`src/rtl/io_addr_decode_pkg.sv`:
```
package io_addr_decode_pkg;
  // strobes passed from control to datapath
  typedef struct packed {
    logic capture;  // write bus byte into the address latch this cycle
  } ctrlStb_t;
endpackage

```
`src/rtl/io_addr_ctrl.sv`:
```
module io_addr_ctrl
  import io_addr_decode_pkg::*;
(
  input  logic     clk,
  input  logic     rst,
  input  logic     aleIn,
  output ctrlStb_t stb
);
  logic aleQ;
  logic aleQQ;

  always_ff @(posedge clk) begin
    if (rst) begin
      aleQ  <= 1'b0;
      aleQQ <= 1'b0;
    end else begin
      aleQ  <= aleIn;
      aleQQ <= aleQ;
    end
  end

  // falling edge seen between the two samples
  always_comb begin
    stb.capture = aleQQ & ~aleQ;
  end
endmodule

```
`src/rtl/io_addr_dp.sv`:
```
module io_addr_dp
  import io_addr_decode_pkg::*;
#(
  parameter int BUS_W     = 8,
  parameter int KEEP_W    = 6,
  parameter int CODE_W    = 3,
  parameter int OUT_N     = 2,
  parameter int EN_HI_BIT = 5,
  parameter int EN_LO_BIT = 4
) (
  input  logic              clk,
  input  logic              rst,
  input  ctrlStb_t          stb,
  input  logic [BUS_W-1:0]  adBus,
  input  logic              a12In,
  output logic [KEEP_W-1:0] latAddr,
  output logic [OUT_N-1:0]  selN
);
  logic [KEEP_W-1:0] addrReg;
  logic              winOpen;
  logic [CODE_W-1:0] code;

  always_ff @(posedge clk) begin
    if (rst) begin
      addrReg <= '0;
    end else if (stb.capture) begin
      addrReg <= adBus[KEEP_W-1:0];
    end
  end

  assign latAddr = addrReg;
  assign code    = addrReg[CODE_W-1:0];
  assign winOpen = a12In & addrReg[EN_HI_BIT] & ~addrReg[EN_LO_BIT];

  for (genvar gi = 0; gi < OUT_N; gi++) begin : g_sel
    assign selN[gi] = ~(winOpen && (code == CODE_W'(gi)));
  end
endmodule

```
`src/rtl/io_addr_decode.sv`:
```
module io_addr_decode
  import io_addr_decode_pkg::*;
(
  input  logic       clk,
  input  logic       rst,
  input  logic       aleIn,
  input  logic [7:0] adBus,
  input  logic       a12In,
  output logic [5:0] latAddr,
  output logic [1:0] selN
);
  ctrlStb_t ctrlStb;

  io_addr_ctrl u_ctrl (
    .clk   (clk),
    .rst   (rst),
    .aleIn (aleIn),
    .stb   (ctrlStb)
  );

  io_addr_dp #(
    .BUS_W(8), .KEEP_W(6), .CODE_W(3), .OUT_N(2), .EN_HI_BIT(5), .EN_LO_BIT(4)
  ) u_dp (
    .clk     (clk),
    .rst     (rst),
    .stb     (ctrlStb),
    .adBus   (adBus),
    .a12In   (a12In),
    .latAddr (latAddr),
    .selN    (selN)
  );
endmodule

```
`config.mk`:
```
export PLATFORM = sky130hd
export DESIGN_NAME = io_addr_decode
export DESIGN_NICKNAME = d
export VERILOG_FILES = /design/src/rtl/io_addr_decode_pkg.sv /design/src/rtl/io_addr_ctrl.sv /design/src/rtl/io_addr_dp.sv /design/src/rtl/io_addr_decode.sv
export SDC_FILE = /design/constraint.sdc
export NUM_CORES = 1
export LEC_CHECK = 0
export ABC_AREA = 1
export BUFFER_PORTS_ARGS = -buffer_cell sky130_fd_sc_hd__buf_2
export CORE_AREA = 5 5 42 44
export DETAILED_ROUTE_END_ITERATION = 10
export DIE_AREA = 0 0 47 49
export HOLD_SLACK_MARGIN = 0.1
export PLACE_DENSITY = 0.51
export SYNTH_ARGS = -nofsm -noshare
export SYNTH_HDL_FRONTEND = slang
export SYNTH_SLANG_ARGS = --single-unit
```
`constraint.sdc`:
```
create_clock -name clk -period 1.05 [get_ports clk]
set_input_delay 0.1575 -clock clk [delete_from_list [all_inputs] [get_ports clk]]
set_output_delay 0.1575 -clock clk [all_outputs]
set_load 0.01 [all_outputs]
```
**After elaboration in Yosys (flattened, before gate mapping)**

Index checks and enable logic that the tools add are counted.

- Register bits: 8
- Input port bits: 12
- Output and inout port bits: 8
- Logic and storage cells: 14

- Equality and inequality tests: 1
- Bitwise operators: 7
- Reduce and logical (&&, ||, !) cells: 3

Operator list:

| cell | number |
|---|---|
| 1-bit inverter | 4 |
| 1-bit bitwise AND | 3 |
| 3-bit by 1-bit equality test with 1-bit output, second input constant | 1 |
| 3-bit zero test | 1 |
| 1-bit logical AND | 2 |

**Logic depth before layout (Yosys ltp)**

Gate-level depths: netlist of run 1.

- Word-level depth: 4
- Gate-level depth with buffers: 4
- Gate-level depth less buffers: 4

**Hierarchy**

From an unflattened synthesis of run 1, not the netlist that was laid out.

- Cells, all modules: 44
- Area total of the unflattened synthesis: 305.3 um2

By module, submodules not included:

| module | times used | cells each | area an instance (um2) | sequential area each (um2) |
|---|---|---|---|---|
| io_addr_dp | 1 | 36 | 240.2 | 120.1 |
| io_addr_ctrl | 1 | 8 | 65.1 | 40.0 |

**Worst setup path after synthesis of run 1**

Ideal clock, no wire load.

- Path type: register -> output
- Start point: register u_dp.addrReg[5], in the netlist u_dp.latAddr[5]
- End point: output port selN[0]
- Arrival: 667 ps
- Data required time: 892 ps
- Setup slack: 225 ps
- Stages on the path, launching flop included: 4
- Cells stage by stage: dfxtp_1 -> nand2_1 -> nor2_1 -> nand3b_1

- Word-level cells in the longest chain between the ends: 4

Ends and longest elaborated chain:

| item | line | text |
|---|---|---|
| start, declared | io_addr_dp.sv:19 | `logic [KEEP_W-1:0] addrReg;` |
| start signal, assigned | io_addr_dp.sv:27 | `addrReg <= adBus[KEEP_W-1:0];` |
| 1-bit bitwise AND (2 in series) | io_addr_dp.sv:33 | `assign winOpen = a12In & addrReg[EN_HI_BIT] & ~addrReg[EN_LO_BIT];` |
| 1-bit logical AND | io_addr_dp.sv:36 | `assign selN[gi] = ~(winOpen && (code == CODE_W'(gi)));` |
| 1-bit inverter | io_addr_dp.sv:36 |  |
| end, declared | io_addr_decode.sv:10 | `output logic [1:0] selN` |

No other way between the ends.

**Final worst setup path of run 1**

Ends and elaborated chain as after synthesis.

==> impl_results.md, run 1 <==
* Crit. End Element: output port
* Hold Path Depth at 3
* Crit Path Class: flip-flop to output port
* CP max FO at 2
* PD cells at 1324 mW/mm^2
* Status: finished with violations
* Num ports at 20
* Util after Layout at 35.09%
* Final nets at 86
* CTS buffer count at 3
* CP peak stage delay at 0.33 ns
* Crit-path slowest cell: dfxtp_2
* Fin. max-slew vios at 0
* Clock skew at 0.004940 ns
* Cell area after synthesis at 337.8 um^2
* DR pass1 iterations at 2
* Worst-Margin Slew at 0.2447 ns
* Fillcell total at 173
* Crit. path cell count at 4
* Clock slew at reported path FFs at 0.05 ns
* R2R Setup Slk at 0.16 ns
* RSZ-0062 raised after global routing: true
* First-pass GRT wire length at 1.186 mm
* Register Area at 161.4 um^2
* Tot GR Track Use at 7.491%
* F_max at 918.4 MHz
* Worst hold path type: input port to flip-flop
* Initial Util at 24.11%
* Tcrit/Tclk final at 103.7%
* Die width at 47 um
* WL final at 756 um
* Worst setup SP type: flip-flop
* Number of distinct library cells after synthesis at 8
* Cells after Synth at 50
* Final cell count without fillers at 88
* Crit path required time at 0.89 ns
* Buf+Inv Stages, Crit Path at 1
* Multi-input gate area at 147.6 um^2
* Setup TNS at -0.07337 ns
* Max Root-Sink Buffers at 2
* Core area at 0.001401 mm^2
* Worst-path cell chain: nand2_2, nor2_2, nand3b_1, buf_2
* Number of synthesized register bits at 8
* Detailed Place HPWL at 575.5 um
* Drt wl/cell at 8.591 um
* Max cap viols at 0
* Routed Antenna Nets at 0
* DR vias at 350
* Rel. slew slack at 83.67%
* CP delay by family, top: flip-flops
* # setup viols final at 2
* Number of global-route vias before repair at 302
* Die Ht at 49 um
* CTS root buffer: clkbuf_4
* Final hold vios at 0
* Initial drt markers at 3
* Sink Count at 8
* Avg Cell Area, Syn at 6.756 um^2
* Leakage power at 0.2644 nW
* Initial antenna violation count at 0
* Synth-to-Final Area Change at 45.56%
* IR Drop Worst-Case VDD at 0.5568 mV
* ANT cells at 0
* Drc violations at 0
* Placed insts at 83
* Placer congestion estimate at 0.6508
* Rows at 14
* Largest net degree at the start of global routing at 8
* Synth warn at 0
* Post-synth net total at 62
* Grt ovf at 0
* Later-pin clock latency in the skew report at 0.25 ns
* Share of layout cells above drive strength 1 at 38.89%
* CTS tree: built
* Failing checks: negative setup slack
* Htree depth at 1
* WP data arrival at 0.93 ns
* Die ar. at 0.002303 mm^2
* Setup WS post-layout at -0.03882 ns
* Total Power at 651.1 uW
* Worst-case hold slack at 0.1089 ns
* R2R depth at 4
* Number of vias per cell at 3.977
* I/O Buffers at 17
* Period minus WS final at 1.089 ns
* Register area share after synthesis at 47.41%
==> kinds of logic (layout without fill, tap and decap cells) <==
kind of cell	after synthesis	after routing	share of synthesized area (%)
AND/OR/NAND/NOR	32	32	41.48
buffers and inverters	10	32	11.11
flip-flops	8	8	47.41
==> cells in the mapped netlist, drive strengths merged <==
cell | count | share of area, %
nand3 | 7 | 10
nand2 | 7 | 7.8
nand3b | 1 | 2.2
dfxtp | 8 | 47
nor2 | 17 | 21
inv | 10 | 11
==> repair_timing <==
action | CTS | global route
endpoints found under the hold margin | 2 | 0
gates resized for setup | 4 | 0
setup buffers | 1 | 0
setup endpoints to repair | 2 | 2
hold buffers | 1 | 0
==> layout make-up <==
| cell class | count | area share (%) |
|---|---|---|
| clock buffer | 3 | 4.580 |
| inverter | 10 | 7.634 |
| multi-input combinational | 32 | 30.03 |
| sequential | 8 | 32.82 |
| tap | 16 | 4.071 |
| timing repair buffer | 19 | 20.87 |
==> per-stage QoR <==
step	instance area, um^2	setup slack, ns
after CTS	491.7	-0.06389
after detailed placement	442.9	0.1451
after global placement	442.9	0.1588
final	491.7	-0.03882
after global routing	491.7	-0.1190
after floorplan	337.8	0.2254
==> tightest hold or removal path: stages <==
cell,delay (ns)
buf_2,0.08
inv_1,0.03
nor2_1,0.06
==> state kept, by name, summed over array words and instances (netlist names) <==
register,count
u_ctrl.aleQQ,1
u_ctrl.aleQ,1
u_dp.latAddr,6
==> placed cells by master, fill, tap and decap left out, types with 2 or more instances in the layout <==
master | netlist | routed
dfxtp_1 | 8 | 7
buf_2 | 0 | 17
nand2_1 | 7 | 6
nor2_2 | 0 | 2
inv_2 | 2 | 2
inv_1 | 8 | 8
nor2_1 | 16 | 14
nand3_1 | 7 | 7
clkbuf_4 | 0 | 3
==> routing by layer <==
layer / up-vias / GRT usage, % / share of wire [%]
li1: 192 / - / -
met1: 147 / 7.778 / 39
met2: 11 / 11.31 / 51
met3: 0 / 3.321 / 10
met4: 0 / 5.530 / 0
met5: - / 0 / 0
==> worst paths after layout <==
kind / startpoint / endpoint
max: u_dp.latAddr[5]$_SDFFE_PP0P_ / selN[0]
min: aleIn / u_ctrl.aleQ$_SDFF_PP0_
max reg2reg: u_ctrl.aleQQ$_SDFF_PP0_ / u_dp.latAddr[5]$_SDFFE_PP0P_
min reg2reg: u_dp.latAddr[3]$_SDFFE_PP0P_ / u_dp.latAddr[3]$_SDFFE_PP0P_
==> power by group <==
group | switching (mW) | total (mW) | internal (mW)
Sequential | 0.0129 | 0.332 | 0.319
Clock | 0.103 | 0.233 | 0.131
Combinational | 0.0436 | 0.0858 | 0.0421
(Power assumes the default switching activity.)
==> run 2: changes to the inputs <==
--- a/config.mk
+++ b/config.mk
@@ -11,7 +11,8 @@
 export DETAILED_ROUTE_END_ITERATION = 10
 export DIE_AREA = 0 0 47 49
 export HOLD_SLACK_MARGIN = 0.1
-export PLACE_DENSITY = 0.51
+export PLACE_DENSITY = 0.53
+export SETUP_SLACK_MARGIN = 0.15
 export SYNTH_ARGS = -nofsm -noshare
 export SYNTH_HDL_FRONTEND = slang
 export SYNTH_SLANG_ARGS = --single-unit
==> constraint.sdc (replaced) <==
create_clock -name clk -period 1 [get_ports clk]
set_input_delay 0.15 -clock clk [delete_from_list [all_inputs] [get_ports clk]]
set_output_delay 0.15 -clock clk [all_outputs]
set_load 0.01 [all_outputs]
==> run 2 against run 1 <==
Net effect:
- the run still ends with negative setup slack left
- non-clock buffer count rose by 6
- clock-buffer cell count did not move
- wire length rose by 5.4%
- sequential share of layout area fell by 4.7 points
- combinational power rose by 50%
- critical path depth did not move
- clock skew fell by 0.0026 ns
- final cell count rose by 6.8%
- die area did not move
==> impl_results.md, run 2 (same netlist as run 1, synthesis figures left out) <==
* Final hold vios at 0 (unchanged)
* Setup TNS at -0.2458 ns (-0.1725 ns)
* ANT cells at 0 (unchanged)
* CTS buffer count at 3 (unchanged)
* Die ar. at 0.002303 mm^2 (unchanged)
* RSZ-0062 raised after global routing: true
* WL final at 797 um (+5.4%)
* Final Cell Area at 621.8 um^2 (+26%)
* Final nets at 92 (+7.0%)
* # setup viols final at 3 (+1)
* Die width at 47 um (unchanged)
* Initial antenna violation count at 0 (unchanged)
* Fin. max-slew vios at 0 (unchanged)
* Area post-placement at 442.9 um^2 (unchanged)
* CTS root buffer: clkbuf_4
* Number of global-route vias before repair at 351 (+16%)
* I/O Buffers at 17 (unchanged)
* Clock slew at reported path FFs at 0.05 ns (about the same)
* Core area at 0.001401 mm^2 (unchanged)
* Initial drt markers at 6 (+3)
* Drt wl/cell at 8.479 um (-1.3%)
* Rel. slew slack at 87.35% (+3.7 points)
* Tcrit/Tclk final at 109.9%
* Failing checks: negative setup slack
* Rows at 14 (unchanged)
* DR pass1 iterations at 4 (+2)
* Grt ovf at 0 (unchanged)
* CP max FO at 2 (unchanged)
* Htree depth at 1 (unchanged)
* PD cells at 1156 mW/mm^2 (-13%)
* DR vias at 375 (+7.1%)
* First-pass GRT wire length at 1.324 mm (+12%)
* IR Drop Worst-Case VDD at 0.6269 mV (+13%)
* Routed Antenna Nets at 0 (unchanged)
* Tot GR Track Use at 8.133% (+0.64 points)
* Clock skew at 0.002325 ns (-0.002615 ns)
* Drc violations at 0 (unchanged)
* Worst setup SP type: flip-flop
* Max cap viols at 0 (unchanged)
* Worst-Margin Slew at 0.1894 ns (-0.05533 ns)
* Max reg flops at 6 (unchanged)
* Share of layout cells above drive strength 1 at 56.41% (+18 points)
* Crit. End Element: output port
* Initial Util at 24.11% (unchanged)
* Commonest non-fill, non-tap cell in the layout: nor2_1
* Leakage power at 0.3115 nW (+18%)
* Die Ht at 49 um (unchanged)
* WP data arrival at 0.95 ns (+0.02 ns)
* Placer congestion estimate at 0.6803 (+4.5%)
* Sink Count at 8 (unchanged)
* Worst hold path type: input port to flip-flop
* F_max at 909.7 MHz
* CTS tree: built
* Pre-CTS setup slack at 0.1066 ns (-0.03846 ns)
* Largest net degree at the start of global routing at 8 (unchanged)
* Detailed Place HPWL at 580.7 um (+0.90%)
* Status: finished with violations
* Later-pin clock latency in the skew report at 0.25 ns (about the same)
* Setup WS post-layout at -0.09925 ns (-0.06043 ns)
* Period minus WS final at 1.099 ns
* Synth-to-Final Area Change at 84.07%
* Most used cells in the layout excluding fill and tap cells: 11 x nor2_1, 10 x buf_2, 9 x buf_6, 8 x inv_1
* Num ports at 20 (unchanged)
* Crit path required time at 0.85 ns (-0.04 ns)
* Max Root-Sink Buffers at 2 (unchanged)
* Number of vias per cell at 3.989 (+0.30%)
* Crit Path Class: flip-flop to output port
## run 2: changes by cell type in the layout (fill, tap and decap cells not counted), sizes merged
cell and change:
buf +5, dlygate4sd3 +1
## run 2: metrics by stage
stage	util, %	hold WS [ns]	instances	power [mW]
after floorplan	-	0.2212	50	0.4002
after global placement	31.61	0.3390	83	0.4371
after detailed placement	31.61	0.3438	83	0.4378
after CTS	38.48	0.2001	90	0.7138
after global routing	44.38	0.2157	94	0.7685
final	44.38	0.2085	94	0.7188
## run 2: what timing repair did
item | in CTS | in global routing
pin swaps | 0 | 11
setup buffers | 2 | 4
setup endpoints to repair | 14 | 14
hold buffers | 2 | 0
endpoints found under the hold margin | 2 | 0
gates resized for setup | 12 | 15
## run 2: worst max-delay path: stages (launching register included)
cell and delay [ns]:
dfxtp_2 0.33, nand2_2 0.06, nor2_4 0.11, nand3_2 0.09, buf_6 0.12
## run 2: final timing paths
check | from | endpoint | slack [ns] | cells past startpoint
max | u_dp.latAddr[5]$_SDFFE_PP0P_ | selN[1] | -0.1 | 4
min | adBus[1] | u_dp.latAddr[1]$_SDFFE_PP0P_ | 0.21 | 5
max reg2reg | u_ctrl.aleQQ$_SDFF_PP0_ | u_dp.latAddr[5]$_SDFFE_PP0P_ | 0.20 | 4
min reg2reg | u_dp.latAddr[1]$_SDFFE_PP0P_ | u_dp.latAddr[1]$_SDFFE_PP0P_ | 0.50 | 2
## run 2: area by class of cell
type	count	area, um^2
sequential	8	175.2
tap	16	20.02
multi-input combinational	32	165.2
inverter	10	37.54
timing repair buffer	25	201.4
clock buffer	3	22.52
fill	152	779.5
## run 2: where the power goes
part	internal [mW]	switching (mW)
Sequential	0.334	0.0152
Clock	0.137	0.103
Combinational	0.0746	0.0546
## run 2: per-layer routing
layer,up-vias,routed length [um],track usage (%)
li1,207,-,-
met4,0,10,5.530
met1,152,370,9.800
met3,2,70,4.428
met5,-,0,0
met2,14,345,10.63
